### src/rtl/busmon_pkg.sv
package busmon_pkg;

  // A condition seen on the filtered lines in one cycle.
  typedef struct packed {
    logic fall_hi;  // data fell while clock stayed high
    logic rise_hi;  // data rose while clock stayed high
  } line_cond_t;

  // True when one more disagreeing sample completes the required hold.
  function automatic logic hold_met(input logic [31:0] run_len,
                                    input logic [31:0] need_len);
    return (run_len + 32'd1) >= need_len;
  endfunction

  // Classify a detected start from the busy state: 1 means repeated.
  function automatic logic start_is_repeat(input logic busy_now);
    return busy_now;
  endfunction

endpackage

### src/rtl/busmon_glitch_filter.sv
module busmon_glitch_filter
  import busmon_pkg::*;
#(
  parameter int unsigned FILT_LEN = 4
) (
  input  logic clk,
  input  logic rst_n,
  input  logic raw_i,
  output logic filt_o
);

  localparam int unsigned CW = (FILT_LEN < 2) ? 1 : $clog2(FILT_LEN + 1);

  logic [CW-1:0] run_cnt;
  logic          differs;
  logic          accept;

  assign differs = (raw_i != filt_o);
  assign accept  = differs && hold_met(32'(run_cnt), 32'(FILT_LEN));

  always_ff @(posedge clk) begin
    if (!rst_n) begin
      filt_o  <= 1'b1;
      run_cnt <= '0;
    end else if (!differs) begin
      run_cnt <= '0;
    end else if (accept) begin
      filt_o  <= raw_i;
      run_cnt <= '0;
    end else begin
      run_cnt <= run_cnt + CW'(1);
    end
  end

  // A new filtered level always equals the raw level sampled at that edge.
  assert_filter_follows_raw_R2: assert property (@(posedge clk) disable iff (!rst_n)
    (filt_o != $past(filt_o)) |-> (filt_o == $past(raw_i)));

  // The run counter never reaches the hold length.
  assert_run_bounded_R2: assert property (@(posedge clk) disable iff (!rst_n)
    32'(run_cnt) < FILT_LEN);

endmodule

### src/rtl/busmon_cond_detect.sv
module busmon_cond_detect
  import busmon_pkg::*;
(
  input  logic clk,
  input  logic rst_n,
  input  logic scl_f,
  input  logic sda_f,
  output logic start_pulse,
  output logic rep_start_pulse,
  output logic stop_pulse,
  output logic bus_busy
);

  logic       scl_q;
  logic       sda_q;
  line_cond_t cond;
  logic       is_rep;

  always_comb begin
    cond.fall_hi = scl_f && scl_q && sda_q && !sda_f;
    cond.rise_hi = scl_f && scl_q && !sda_q && sda_f;
  end

  assign is_rep = start_is_repeat(bus_busy);

  always_ff @(posedge clk) begin
    if (!rst_n) begin
      scl_q           <= 1'b1;
      sda_q           <= 1'b1;
      start_pulse     <= 1'b0;
      rep_start_pulse <= 1'b0;
      stop_pulse      <= 1'b0;
      bus_busy        <= 1'b0;
    end else begin
      scl_q           <= scl_f;
      sda_q           <= sda_f;
      start_pulse     <= cond.fall_hi && !is_rep;
      rep_start_pulse <= cond.fall_hi && is_rep;
      stop_pulse      <= cond.rise_hi;
      if (cond.fall_hi)      bus_busy <= 1'b1;
      else if (cond.rise_hi) bus_busy <= 1'b0;
    end
  end

  assert_pulses_exclusive_R8: assert property (@(posedge clk) disable iff (!rst_n)
    $onehot0({start_pulse, rep_start_pulse, stop_pulse}));

  assert_first_start_idle_R3: assert property (@(posedge clk) disable iff (!rst_n)
    start_pulse |-> !$past(bus_busy));

  assert_stop_clears_R4: assert property (@(posedge clk) disable iff (!rst_n)
    stop_pulse |-> !bus_busy);

  assert_busy_after_start_R5: assert property (@(posedge clk) disable iff (!rst_n)
    (start_pulse || rep_start_pulse) |-> bus_busy);

  assert_busy_rise_cause_R5: assert property (@(posedge clk) disable iff (!rst_n)
    $rose(bus_busy) |-> start_pulse);

  assert_rep_when_busy_R6: assert property (@(posedge clk) disable iff (!rst_n)
    rep_start_pulse |-> $past(bus_busy));

endmodule

### src/rtl/twowire_cond_mon.sv
module twowire_cond_mon
  import busmon_pkg::*;
#(
  parameter int unsigned FILT_LEN = 4
) (
  input  logic clk,
  input  logic rst_n,
  input  logic scl_i,
  input  logic sda_i,
  output logic start_pulse,
  output logic rep_start_pulse,
  output logic stop_pulse,
  output logic bus_busy
);

  localparam int unsigned NLINES = 2;  // index 0: clock, 1: data

  logic [NLINES-1:0] raw_lines;
  logic [NLINES-1:0] filt_lines;
  logic              scl_filt;
  logic              sda_filt;

  assign raw_lines = {sda_i, scl_i};

  for (genvar g = 0; g < NLINES; g++) begin : g_filt
    busmon_glitch_filter #(.FILT_LEN(FILT_LEN)) u_filt (
      .clk    (clk),
      .rst_n  (rst_n),
      .raw_i  (raw_lines[g]),
      .filt_o (filt_lines[g])
    );
  end

  assign scl_filt = filt_lines[0];
  assign sda_filt = filt_lines[1];

  busmon_cond_detect u_det (
    .clk             (clk),
    .rst_n           (rst_n),
    .scl_f           (scl_filt),
    .sda_f           (sda_filt),
    .start_pulse     (start_pulse),
    .rep_start_pulse (rep_start_pulse),
    .stop_pulse      (stop_pulse),
    .bus_busy        (bus_busy)
  );

  // Any condition needs the filtered clock high one cycle earlier.
  assert_events_need_clock_R7: assert property (@(posedge clk) disable iff (!rst_n)
    (start_pulse || rep_start_pulse || stop_pulse) |-> $past(scl_filt));

endmodule

### config.mk
export PLATFORM = sky130hd
export DESIGN_NAME = twowire_cond_mon
export DESIGN_NICKNAME = d
export VERILOG_FILES = /design/src/rtl/busmon_pkg.sv /design/src/rtl/busmon_glitch_filter.sv /design/src/rtl/busmon_cond_detect.sv /design/src/rtl/twowire_cond_mon.sv
export SDC_FILE = /design/constraint.sdc
export NUM_CORES = 1
export LEC_CHECK = 0
export BUFFER_PORTS_ARGS = -buffer_cell sky130_fd_sc_hd__buf_2
export CORE_AREA = 2 2 39 41
export CTS_CLUSTER_SIZE = 14
export DETAILED_ROUTE_END_ITERATION = 7
export DIE_AREA = 0 0 41 43
export GPL_ROUTABILITY_DRIVEN = 0
export PLACE_DENSITY = 0.63
export RECOVER_POWER = 100
export SLEW_MARGIN = 5
export SYNTH_ARGS = -nofsm -noshare
export SYNTH_HDL_FRONTEND = slang
export SYNTH_SLANG_ARGS = --single-unit
### constraint.sdc
create_clock -name clk -period 1.5 [get_ports clk]
set_input_delay 0.075 -clock clk [delete_from_list [all_inputs] [get_ports clk]]
set_output_delay 0.075 -clock clk [all_outputs]
set_load 0.01 [all_outputs]
Word level (Yosys, flattened, before mapping)
Index checks and enable logic that the tools add are counted.
- bits in registers: 14
- input bits: 4
- output and inout bits: 4
- word-level logic and storage cells: 40
- add/sub/neg operators: 4
- magnitude comparators: 2
- equality and inequality tests: 2
- muxes and demuxes: 2
- bitwise logic cells: 3
- reductions and logical operators: 17
- operator list (cell ; number):
    $ge A32 B3 Y1 const B ; 2
    $logic_and A1 B1 Y1 ; 9
    $add A3 B1 Y4 const B ; 2
    $add A3 B1 Y3 const B ; 2
    $reduce_or A3 Y1 ; 2
    $reduce_and A2 Y1 ; 2
    $logic_not A1 Y1 ; 3
    $not A1 Y1 ; 3
    $mux W1 ; 2
    $ne A1 B1 Y1 ; 2
    $reduce_bool A2 Y1 ; 1

Depth between registers and ports, before layout
Gate-level depths: netlist (run 1).
- depth after elaboration: 5
- depth in mapped cells: 4
- mapped depth without buffers: 4

Cells and area by module
From an unflattened synthesis (run 1), not the netlist that was laid out.
- cell total of the unflattened synthesis: 52
- area, all modules: 565.5 um^2
- modules (own cells, without submodules) (module ; times used ; cells each ; area an instance (um^2) ; sequential area each (um^2)):
    busmon_glitch_filter ; 2 ; 17 ; 182.7 ; 80.1
    busmon_cond_detect ; 1 ; 18 ; 200.2 ; 120.1

Worst setup path after synthesis (run 1)
No wires, ideal clock.
- path kind: reg-to-reg
- from: reg g_filt[0].u_filt.run_cnt[0]
- to: reg g_filt[0].u_filt.filt_o
- library setup time: 0.121 ns
- data arrival time: 1.142 ns
- required time: 1.379 ns
- path slack: 0.236 ns
- cell stages (with the launch flop): 5
- path buffers: 0
- clock period less this slack: 1.264 ns
- cells stage by stage: dfxtp_1 > ha_1 > a21boi_2 > a21oi_2 > mux2_4
- longest elaborated chain between the ends: 4
- ends and longest elaborated chain (item ; line ; text):
    from (decl) ; busmon_glitch_filter.sv:14 ; logic [CW-1:0] run_cnt;
    from (signal assigned) ; busmon_glitch_filter.sv:31 ; run_cnt <= run_cnt + CW'(1);
    $add A3 B1 Y4 ; busmon_pkg.sv:12 ; return (run_len + 32'd1) >= need_len;
    $ge A32 B3 Y1 ; busmon_pkg.sv:12 ;
    $logic_and A1 B1 Y1 ; busmon_glitch_filter.sv:19 ; assign accept = differs && hold_met(32'(run_cnt), 32'(FILT_LEN));
    $reduce_and A2 Y1 (no source line) ; -- ;
    to (signal assigned) ; busmon_glitch_filter.sv:28 ; filt_o <= raw_i;
    to (decl) ; busmon_glitch_filter.sv:9 ; output logic filt_o
Every way passes these cells.
A chain may end at the register's enable or synchronous reset.

Worst setup path after layout (run 1)
Ends and elaborated chain as after synthesis.

==> results of run 1 <==
-- stage by stage --
| stage | setup slack (ns) | hold slack (ns) | power, mW | cells | utilization |
|---|---|---|---|---|---|
| 2_1_floorplan | 0.236 | 0.170 | 0.444 | 47 | - |
| 3_3_place_gp | 0.190 | 0.362 | 0.460 | 70 | 0.414 |
| 3_5_place_dp | 0.181 | 0.367 | 0.461 | 70 | 0.414 |
| 4_1_cts | 0.170 | 0.0850 | 0.661 | 73 | 0.430 |
| 5_1_grt | 0.0579 | 0.0922 | 0.690 | 73 | 0.416 |
| 6_report | 0.134 | 0.0991 | 0.644 | 73 | 0.416 |
-- cells in the final DEF, fill, tap and decap left out, types with 3 or more instances in the layout --
cell type,n
nand2b_1,3
nand2_1,4
nor2_1,4
buf_2,3
dfxtp_1,14
clkbuf_1,4
clkbuf_4,3
-- cell usage after synthesis --
| master | count | share of area |
|---|---|---|
| ha_1 | 2 | 0.049 |
| a21boi_2 | 2 | 0.044 |
| nor3_1 | 2 | 0.019 |
| nand2b_2 | 1 | 0.017 |
| nand2_1 | 4 | 0.029 |
| a21oi_2 | 2 | 0.034 |
| nand2b_1 | 3 | 0.037 |
| conb_1 | 1 | 0.0073 |
| and3b_1 | 1 | 0.017 |
| and3_1 | 1 | 0.012 |
| o22ai_1 | 1 | 0.012 |
| and3_2 | 1 | 0.015 |
| xor2_1 | 2 | 0.034 |
| mux2_4 | 2 | 0.058 |
| nor3b_1 | 2 | 0.029 |
| nor2_1 | 4 | 0.029 |
| a31oi_1 | 1 | 0.012 |
| dfxtp_1 | 14 | 0.55 |
-- power by group through the flow --
| stage | combinational, mW | clock [mW] | sequential (mW) |
|---|---|---|---|
| detailed placement | 0.0517 | 0 | 0.410 |
| global placement | 0.0509 | 0 | 0.409 |
| global route | 0.0548 | 0.232 | 0.404 |
| floorplan | 0.0340 | 0 | 0.409 |
| finish | 0.0483 | 0.196 | 0.400 |
| CTS | 0.0520 | 0.208 | 0.401 |
-- per-layer routing --
metal / vias up / share of wire / GRT usage
li1: 178 / - / -
met1: 146 / 0.52 / 0.124
met2: 11 / 0.39 / 0.150
met3: 2 / 0.072 / 0.0471
met4: 0 / 0.014 / 0.0800
met5: - / 0 / 0
-- sequential cells by signal, indices dropped and copies added (netlist names) --
| register | flops |
|---|---|
| g_filt.u_filt.run_cnt | 6 |
| g_filt.u_filt.filt_o | 2 |
| u_det.bus_busy | 1 |
| u_det.rep_start_pulse | 1 |
| u_det.scl_q | 1 |
| u_det.sda_q | 1 |
| u_det.start_pulse | 1 |
| u_det.stop_pulse | 1 |
-- worst max-delay path: stages, from the launching register on --
cell      delay [ns]
dfxtp_1         0.33
ha_1            0.21
a21boi_0        0.13
a21oi_1         0.28
mux2_4          0.32
-- how the worst max path moves through the flow --
| stage | startpoint | endpoint | cells after the start |
|---|---|---|---|
| global placement | g_filt[1].u_filt.run_cnt[0] | g_filt[1].u_filt.filt_o | 4 |
| finish | g_filt[0].u_filt.run_cnt[0] | g_filt[0].u_filt.filt_o | 4 |
| floorplan | g_filt[0].u_filt.run_cnt[0] | g_filt[0].u_filt.filt_o | 4 |
| detailed placement | g_filt[1].u_filt.run_cnt[0] | g_filt[1].u_filt.filt_o | 4 |
| global route | g_filt[0].u_filt.run_cnt[0] | g_filt[0].u_filt.filt_o | 4 |
| CTS | g_filt[1].u_filt.run_cnt[0] | g_filt[1].u_filt.filt_o | 4 |
-- area by class of cell --
type | instances | area (sq um)
clock buffer | 3 | 22.5
fill | 139 | 808
multi-input combinational | 33 | 223
timing repair buffer | 7 | 30.0
tap | 16 | 20.0
sequential | 14 | 280
-- cell families after synthesis --
family,count (synthesis),synth area share
DFF,14,0.545
other,1,0.00729
muxes,2,0.0584
adders and majority gates,2,0.0487
and+or+nand+nor,19,0.204
AOI/OAI and AO/OA,6,0.102
xor gates and xnor gates,2,0.0341
==> qor.yml, run 1 <==
status:
  status: "finished clean"
place:
  postPlaceCellArea_sq_um: 573
  dp_hpwl_um: 501
  portBuffers: 7
critical_path:
  worst_r2r_endpoint: "g_filt[0].u_filt.filt_o"
  rrSetupSlack_ns: 0.13
  r2r-start: "g_filt[0].u_filt.run_cnt[0]"
  crit_required_ns: 1.66
  ff2ff_path_depth: 4
  crit_path_end_kind: "flop"
  worstPathMaxFanout: 3
  crit_arrival_ns: 1.53
  startpoint_type: "flop"
  path_class: "flop to flop"
die:
  initial_core_util: 0.372
  die_h_um: 43
  rows: 14
  io-pin-count: 8
  die_w_um: 41
  die-area_sq_um: 1760
  fp.coreArea_sq_um: 1380
global_route:
  grt_pass1_vias: 326
  grt_pass1_wl_um: 1240
  antenna_found_initial: 0
  grt_max_degree: 9
  track_usage: 0.108
  grt-ovfl-total: 0
timing:
  rsz0062_at_grt: "no"
  finalCritPeriodShare: 0.911
  finalSetupTns_ns: 0
  final.min_clock_period_ns: 1.37
  finalSetupViolCount: 0
  slew_viol_final: 0
  finClkSkew_ns: 0.00261
  hold_viol: 0
  max_freq_mhz: 732
detailed_routing:
  ant_nets: 0
  wl_per_cell_um: 9.48
  dr_total_vias: 337
  drt_pass1_iterations: 4
  drcViolationCount: 0
  drt-vias-per-instance: 4.62
  wl_um: 692
  initialDrtViolationCount: 6
power:
  switchingPower_mw: 0.139
  peakVddDrop_v: 0.000451
  sw_frac_of_total: 0.216
  pwr-share-comb: 0.075
  clkPwrFrac: 0.304
  pwr_density_cell_nw_per_um2: 1120
  pwr-share-seq: 0.621
  p_int_mw: 0.505
  leakagePower_nw: 0.250
clock_network:
  clkTransAtPathRegs_ns: 0.07
  cts_hold_buffers: 0
  clkLatencyLatePin_ns: 0.26
  postCtsSetupBuffers: 0
  clk_path_buf_depth: 2
  cts_resized: 0
  numCtsBuffers: 3
  htree_levels: 1
  cts.sinks: 14
  cts_tree: "done"
  cts_root_buf: "clkbuf_4"
yosys:
  yosys_warnings: 0
  synthCells: 46
  avgSynthCellArea_sq_um: 11.2
  ys_seq_area_frac: 0.545
  ys_types: 18
  ys_ff_latch: 14
  synth_area_sq_um: 514
job:
  drv_cap: 0
hold_path:
  min_to: "u_det.scl_q"
  hp-class: "input port to flop"
  hold_depth: 2
  min_from: "rst_n"
cells_and_area:
  area_growth_pct: 11.9
  nNetsFinal: 65
  antenna_cells: 0
  stdcell_area_sq_um: 576
  layout-drive-gt1-share: 0.175
No activity file was read; power rests on OpenSTA's default activity.
==> inputs of run 2 (changes only) <==
HOLD_SLACK_MARGIN = 0.05   (was default)
clock period = 1.4 ns   (was 1.5 ns; I/O delays follow)
==> qor.yml, run 2 (synthesized netlist as in run 1, its figures left out) <==
global_route:
  grt-ovfl-total: 0  # unchanged
  grt_use_met3: 0.0471  # unchanged
  antenna_found_initial: 0  # unchanged
  grt_max_degree: 9  # unchanged
  track_usage: 0.108  # unchanged
  grt_util_met1: 0.124  # unchanged
  grt_pass1_vias: 326  # unchanged
  grt_util_met2: 0.150  # unchanged
  top_usage_layer: "met2"  # unchanged
  grt_pass1_wl_um: 1240  # unchanged
critical_path:
  worst_r2r_endpoint: "g_filt[1].u_filt.filt_o"  # was g_filt[0].u_filt.filt_o
  crit_required_ns: 1.56  # was 1.66 ns
  r2r-start: "g_filt[1].u_filt.run_cnt[0]"  # was g_filt[0].u_filt.run_cnt[0]
  crit_path_end_kind: "flop"  # unchanged
  critPathCapture: "g_filt[1].u_filt.filt_o"  # was g_filt[0].u_filt.filt_o
  rrSetupSlack_ns: 0.07  # was 0.13 ns
  path_class: "flop to flop"  # unchanged
  ff2ff_path_depth: 4  # unchanged
  worstPathMaxFanout: 3  # unchanged
  startpoint_type: "flop"  # unchanged
  cp-startpoint: "g_filt[1].u_filt.run_cnt[0]"  # was g_filt[0].u_filt.run_cnt[0]
  crit_arrival_ns: 1.48  # was 1.53 ns
  critical_path.max_stage_delay_ns: 0.33  # about the same
  slowest_stage: "dfxtp_1"  # unchanged
  cp_cell_sequence: "ha_1 > a21boi_2 > a21oi_2 > mux2_4"  # was ha_1 > a21boi_0 > a21oi_1 > mux2_4
cells_and_area:
  top_regs: "g_filt.u_filt.run_cnt x6, g_filt.u_filt.filt_o x2"  # unchanged
  fin_util: 0.427  # was 0.416
  final_cell_mix: "dfxtp_1, nor2_1, nand2_1, clkbuf_1"  # unchanged
  nNetsFinal: 65  # unchanged
  layout-drive-gt1-share: 0.246  # was 0.175
  mostFrequentLayoutCell: "dfxtp_1"  # unchanged
  area_growth_pct: 14.8  # was 11.9%
  antenna_cells: 0  # unchanged
  largest_reg_flops: 6  # unchanged
  top_register: "g_filt.u_filt.run_cnt"  # unchanged
detailed_routing:
  drt-vias-per-instance: 4.66  # was 4.62
  wl_per_cell_um: 9.58  # was 9.48 um
  drcViolationCount: 0  # unchanged
  drt_pass1_iterations: 4  # unchanged
  initialDrtViolationCount: 6  # unchanged
  ant_nets: 0  # unchanged
  wl_um: 699  # was 692 um
  dr_total_vias: 340  # was 337
clock_network:
  numCtsBuffers: 3  # unchanged
  cts_tree: "done"  # unchanged
  htree_levels: 1  # unchanged
  cts.sinks: 14  # unchanged
  clk_path_buf_depth: 2  # unchanged
  postCtsSetupBuffers: 0  # unchanged
  cts_resized: 0  # unchanged
  clkLatencyLatePin_ns: 0.26  # about the same
  cts_hold_buffers: 0  # unchanged
  clkTransAtPathRegs_ns: 0.07  # about the same
  cts_root_buf: "clkbuf_4"  # unchanged
place:
  dp_hpwl_um: 501  # unchanged
  portBuffers: 7  # unchanged
timing:
  hold_viol: 0  # unchanged
  finalSetupTns_ns: 0  # unchanged
  finalSetupViolCount: 0  # unchanged
  finClkSkew_ns: 0.00279  # was 0.00261 ns
  max_freq_mhz: 753  # was 732 MHz
  rsz0062_at_grt: "no"  # unchanged
  slew_viol_final: 0  # unchanged
  finalCritPeriodShare: 0.949  # was 0.911
  final.min_clock_period_ns: 1.33  # was 1.37 ns
power:
  pwr-share-comb: 0.079  # was 0.075
  pwr-share-seq: 0.620  # was 0.621
  pwr_density_cell_nw_per_um2: 1170  # was 1120 nW/um^2
  sw_frac_of_total: 0.216  # about the same
  p_int_mw: 0.543  # was 0.505 mW
  switchingPower_mw: 0.150  # was 0.139 mW
  clkPwrFrac: 0.301  # was 0.304
  peakVddDrop_v: 0.000483  # was 0.000451 V
  leakagePower_nw: 0.259  # was 0.250 nW
die:
  die-area_sq_um: 1760  # unchanged
  die_w_um: 41  # unchanged
  die_h_um: 43  # unchanged
  initial_core_util: 0.372  # unchanged
  rows: 14  # unchanged
  io-pin-count: 8  # unchanged
  fp.coreArea_sq_um: 1380  # unchanged
hold_path:
  hp-class: "input port to flop"  # unchanged
job:
  drv_cap: 0  # unchanged
status:
  status: "finished clean"  # unchanged
## run 2: changes by cell type in the layout (fill, tap and decap cells not counted)
cell and change:
mux2_4 +1, a21boi_2 +2, a21boi_0 -2, a21oi_1 -1
a21oi_2 +1, mux2_1 -1
## run 2: worst min-delay path by stage
stage	start	end	slack [ns]	cells past startpoint
2_1_floorplan	rst_n	u_det.scl_q	0.16	1
3_3_place_gp	rst_n	u_det.scl_q	0.36	2
3_5_place_dp	rst_n	u_det.scl_q	0.36	2
4_1_cts	rst_n	u_det.scl_q	0.08	2
5_1_grt	rst_n	u_det.sda_q	0.09	2
6_report	rst_n	u_det.scl_q	0.09	2
## run 2: critical path: cells and delay by family, from the launching register on
kind / cells / cell delay (ns)
adder cells (fa/ha/maj): 1 / 0.21
multiplexers: 1 / 0.31
AO/OA/AOI/OAI: 2 / 0.36
flip-flops: 1 / 0.33
## run 2: final cells by class
class	instances	area, sq um
fillers	136	793
well taps	16	20.0
flip-flops and latches	14	280
clock buffers	3	22.5
repair buffers	7	30.0
multi-input cells	33	238
## run 2: layer usage
metal / wire length (um) / vias to the layer above
met1: 363 / 149
met2: 275 / 11
met3: 50 / 2
met4: 10 / 0
met5: 0 / -
li1: - / 178
## run 2: per-stage QoR
step | worst slack (ns) | std cells | power [mW] | area (sq um) | hold WS (ns)
after floorplan | 0.136 | 47 | 0.475 | 518 | 0.165
after global placement | 0.0904 | 70 | 0.493 | 573 | 0.357
after detailed placement | 0.0814 | 70 | 0.494 | 573 | 0.362
after CTS | 0.0703 | 73 | 0.708 | 596 | 0.0800
after global routing | 0.0135 | 73 | 0.744 | 591 | 0.0910
final | 0.0720 | 73 | 0.693 | 591 | 0.0949
## run 2: power by group through the flow
| stage | Clock (mW) | Sequential (mW) | Combinational [mW] |
|---|---|---|---|
| 2_1_floorplan | 0 | 0.439 | 0.0365 |
| 3_3_place_gp | 0 | 0.439 | 0.0546 |
| 3_5_place_dp | 0 | 0.439 | 0.0554 |
| 4_1_cts | 0.223 | 0.429 | 0.0557 |
| 5_1_grt | 0.249 | 0.434 | 0.0613 |
| 6_report | 0.209 | 0.430 | 0.0544 |
==> inputs of run 3 (changes only) <==
PLACE_DENSITY = 0.65   (was 0.63)
clock period = 1.1 ns   (was 1.4 ns; I/O delays follow)
==> qor.yml, run 3 (synthesized netlist as in run 1, its figures left out) <==
timing:
  hold_viol: 0  # unchanged
  max_freq_mhz: 802  # was 753 MHz
  rsz0062_at_grt: "yes"  # was no
  finalCritPeriodShare: 1.13  # was 0.949
  finClkSkew_ns: 0.000406  # was 0.00279 ns
  slew_viol_final: 0  # unchanged
  final.min_clock_period_ns: 1.25  # was 1.33 ns
  setup_slack_ns: -0.147  # was 0.0720 ns
  finalSetupViolCount: 5  # was 0
  finalSetupTns_ns: -0.331  # was 0 ns
  hold_slack_ns: 0.105  # was 0.0949 ns
cells_and_area:
  layout-drive-gt1-share: 0.485  # was 0.246
  area_growth_pct: 47.7  # was 14.8%
  final_cell_mix: "dfxtp_1, clkbuf_1, buf_4"  # was dfxtp_1, nor2_1, nand2_1, clkbuf_1
  top_register: "g_filt.u_filt.run_cnt"  # unchanged
  mostFrequentLayoutCell: "dfxtp_1"  # unchanged
  fin_cells: 82  # was 73
  antenna_cells: 0  # unchanged
  largest_reg_flops: 6  # unchanged
  nNetsFinal: 73  # was 65
  top_regs: "g_filt.u_filt.run_cnt x6, g_filt.u_filt.filt_o x2"  # unchanged
hold_path:
  hp-class: "input port to flop"  # unchanged
critical_path:
  path_class: "flop to flop"  # unchanged
  worstPathMaxFanout: 2  # was 3
  cp_num_buf_inv: 0  # unchanged
  slowest_stage: "dfxtp_2"  # was dfxtp_1
  startpoint_type: "flop"  # unchanged
  cp_cell_sequence: "ha_4 > a21boi_4 > a21oi_2 > mux2_4"  # was ha_1 > a21boi_2 > a21oi_2 > mux2_4
  crit_required_ns: 1.28  # was 1.56 ns
  critical_path.max_stage_delay_ns: 0.34  # was 0.33 ns
  cp_top_family: "flip-flops"  # was compound AO/OA/AOI/OAI gates
  crit_arrival_ns: 1.43  # was 1.48 ns
  crit_path_end_kind: "flop"  # unchanged
power:
  pwr_density_cell_nw_per_um2: 1360  # was 1170 nW/um^2
  leakagePower_nw: 0.312  # was 0.259 nW
  finalPower_mw: 1.03  # was 0.693 mW
  peakVddDrop_v: 0.000521  # was 0.000483 V
global_route:
  grt_max_degree: 9  # unchanged
  track_usage: 0.130  # was 0.108
  grt_pass1_vias: 351  # was 326
  grt_pass1_wl_um: 1510  # was 1240 um
  grt-ovfl-total: 0  # unchanged
  antenna_found_initial: 0  # unchanged
die:
  initial_core_util: 0.372  # unchanged
  die_h_um: 43  # unchanged
  io-pin-count: 8  # unchanged
  fp.coreArea_sq_um: 1380  # unchanged
  die_w_um: 41  # unchanged
  rows: 14  # unchanged
  die-area_sq_um: 1760  # unchanged
clock_network:
  cts_tree: "done"  # unchanged
  clkLatencyLatePin_ns: 0.29  # was 0.26 ns
  numCtsBuffers: 3  # unchanged
  clkTransAtPathRegs_ns: 0.08  # was 0.07 ns
  cts.sinks: 14  # unchanged
  htree_levels: 1  # unchanged
  cts_root_buf: "clkbuf_4"  # unchanged
  clk_path_buf_depth: 2  # unchanged
detailed_routing:
  dr_total_vias: 376  # was 340
  drt-met1-wl_um: 438  # was 363 um
  drt-vias-per-instance: 4.59  # was 4.66
  route.met2.wl_um: 418  # was 275 um
  drt_pass1_iterations: 3  # was 4
  ant_nets: 0  # unchanged
  drcViolationCount: 0  # unchanged
  wl_per_cell_um: 11.2  # was 9.58 um
  topRoutingLayerUsed: "met4"  # unchanged
  met3WireLength_um: 41  # was 50 um
  initialDrtViolationCount: 8  # was 6
  wl_um: 922  # was 699 um
place:
  dp_slack_ns: -0.138  # was 0.0814 ns
  portBuffers: 7  # unchanged
  dp_hpwl_um: 591  # was 501 um
  placed_cells: 77  # was 70
job:
  drv_cap: 0  # unchanged
status:
  violations: "setup timing"
  status: "finished, violations left"  # was finished clean
[run 3: power breakdown]
part	total, mW	switching, mW	internal, mW
combinational	0.106	0.0509	0.0553
clock	0.376	0.175	0.202
sequential	0.551	0.0203	0.531
total	1.03	0.246	0.788
[run 3: cell type report]
| type | instances | area (sq um) |
|---|---|---|
| fillers | 117 | 624 |
| repair buffers | 15 | 98.8 |
| flip-flops and latches | 14 | 285 |
| clock buffers | 4 | 36.3 |
| well taps | 16 | 20.0 |
| multi-input cells | 33 | 319 |
[run 3: worst paths after layout]
kind / slack, ns / endpoint / depth (start not counted) / start
setup / recovery: -0.15 / g_filt[1].u_filt.filt_o / 4 / g_filt[1].u_filt.run_cnt[0]
hold / removal: 0.11 / g_filt[1].u_filt.run_cnt[0] / 4 / sda_i
setup reg to reg: -0.15 / g_filt[1].u_filt.filt_o / 4 / g_filt[1].u_filt.run_cnt[0]
hold reg to reg: 0.52 / u_det.bus_busy / 2 / u_det.bus_busy
[run 3: tightest hold or removal path, stage by stage]
cell and delay (ns):
buf_2 0.09, xor2_1 0.06, nand2_1 0.11, nor3_2 0.05
[run 3: metal layers]
layer | vias up | global-route usage
li1 | 195 | -
met1 | 169 | 0.184
met2 | 10 | 0.163
met3 | 2 | 0.0471
met4 | 0 | 0.0800
met5 | - | 0
[run 3: timing repair]
item / 4_1_cts / 5_1_grt
hold endpoints to repair: 1 / 0
setup endpoints to repair: 6 / 6
gates cloned: 0 / 0
hold buffers: 1 / 0
gates resized for setup: 8 / 6
buffers inserted: 1 / 0
pin swaps: 3 / 5
[run 3: per-stage QoR]
step | util | area, sq um
global route | 0.549 | 759
finish | 0.549 | 759
CTS | 0.523 | 723
floorplan | - | 528
detailed placement | 0.459 | 636
global placement | 0.459 | 636
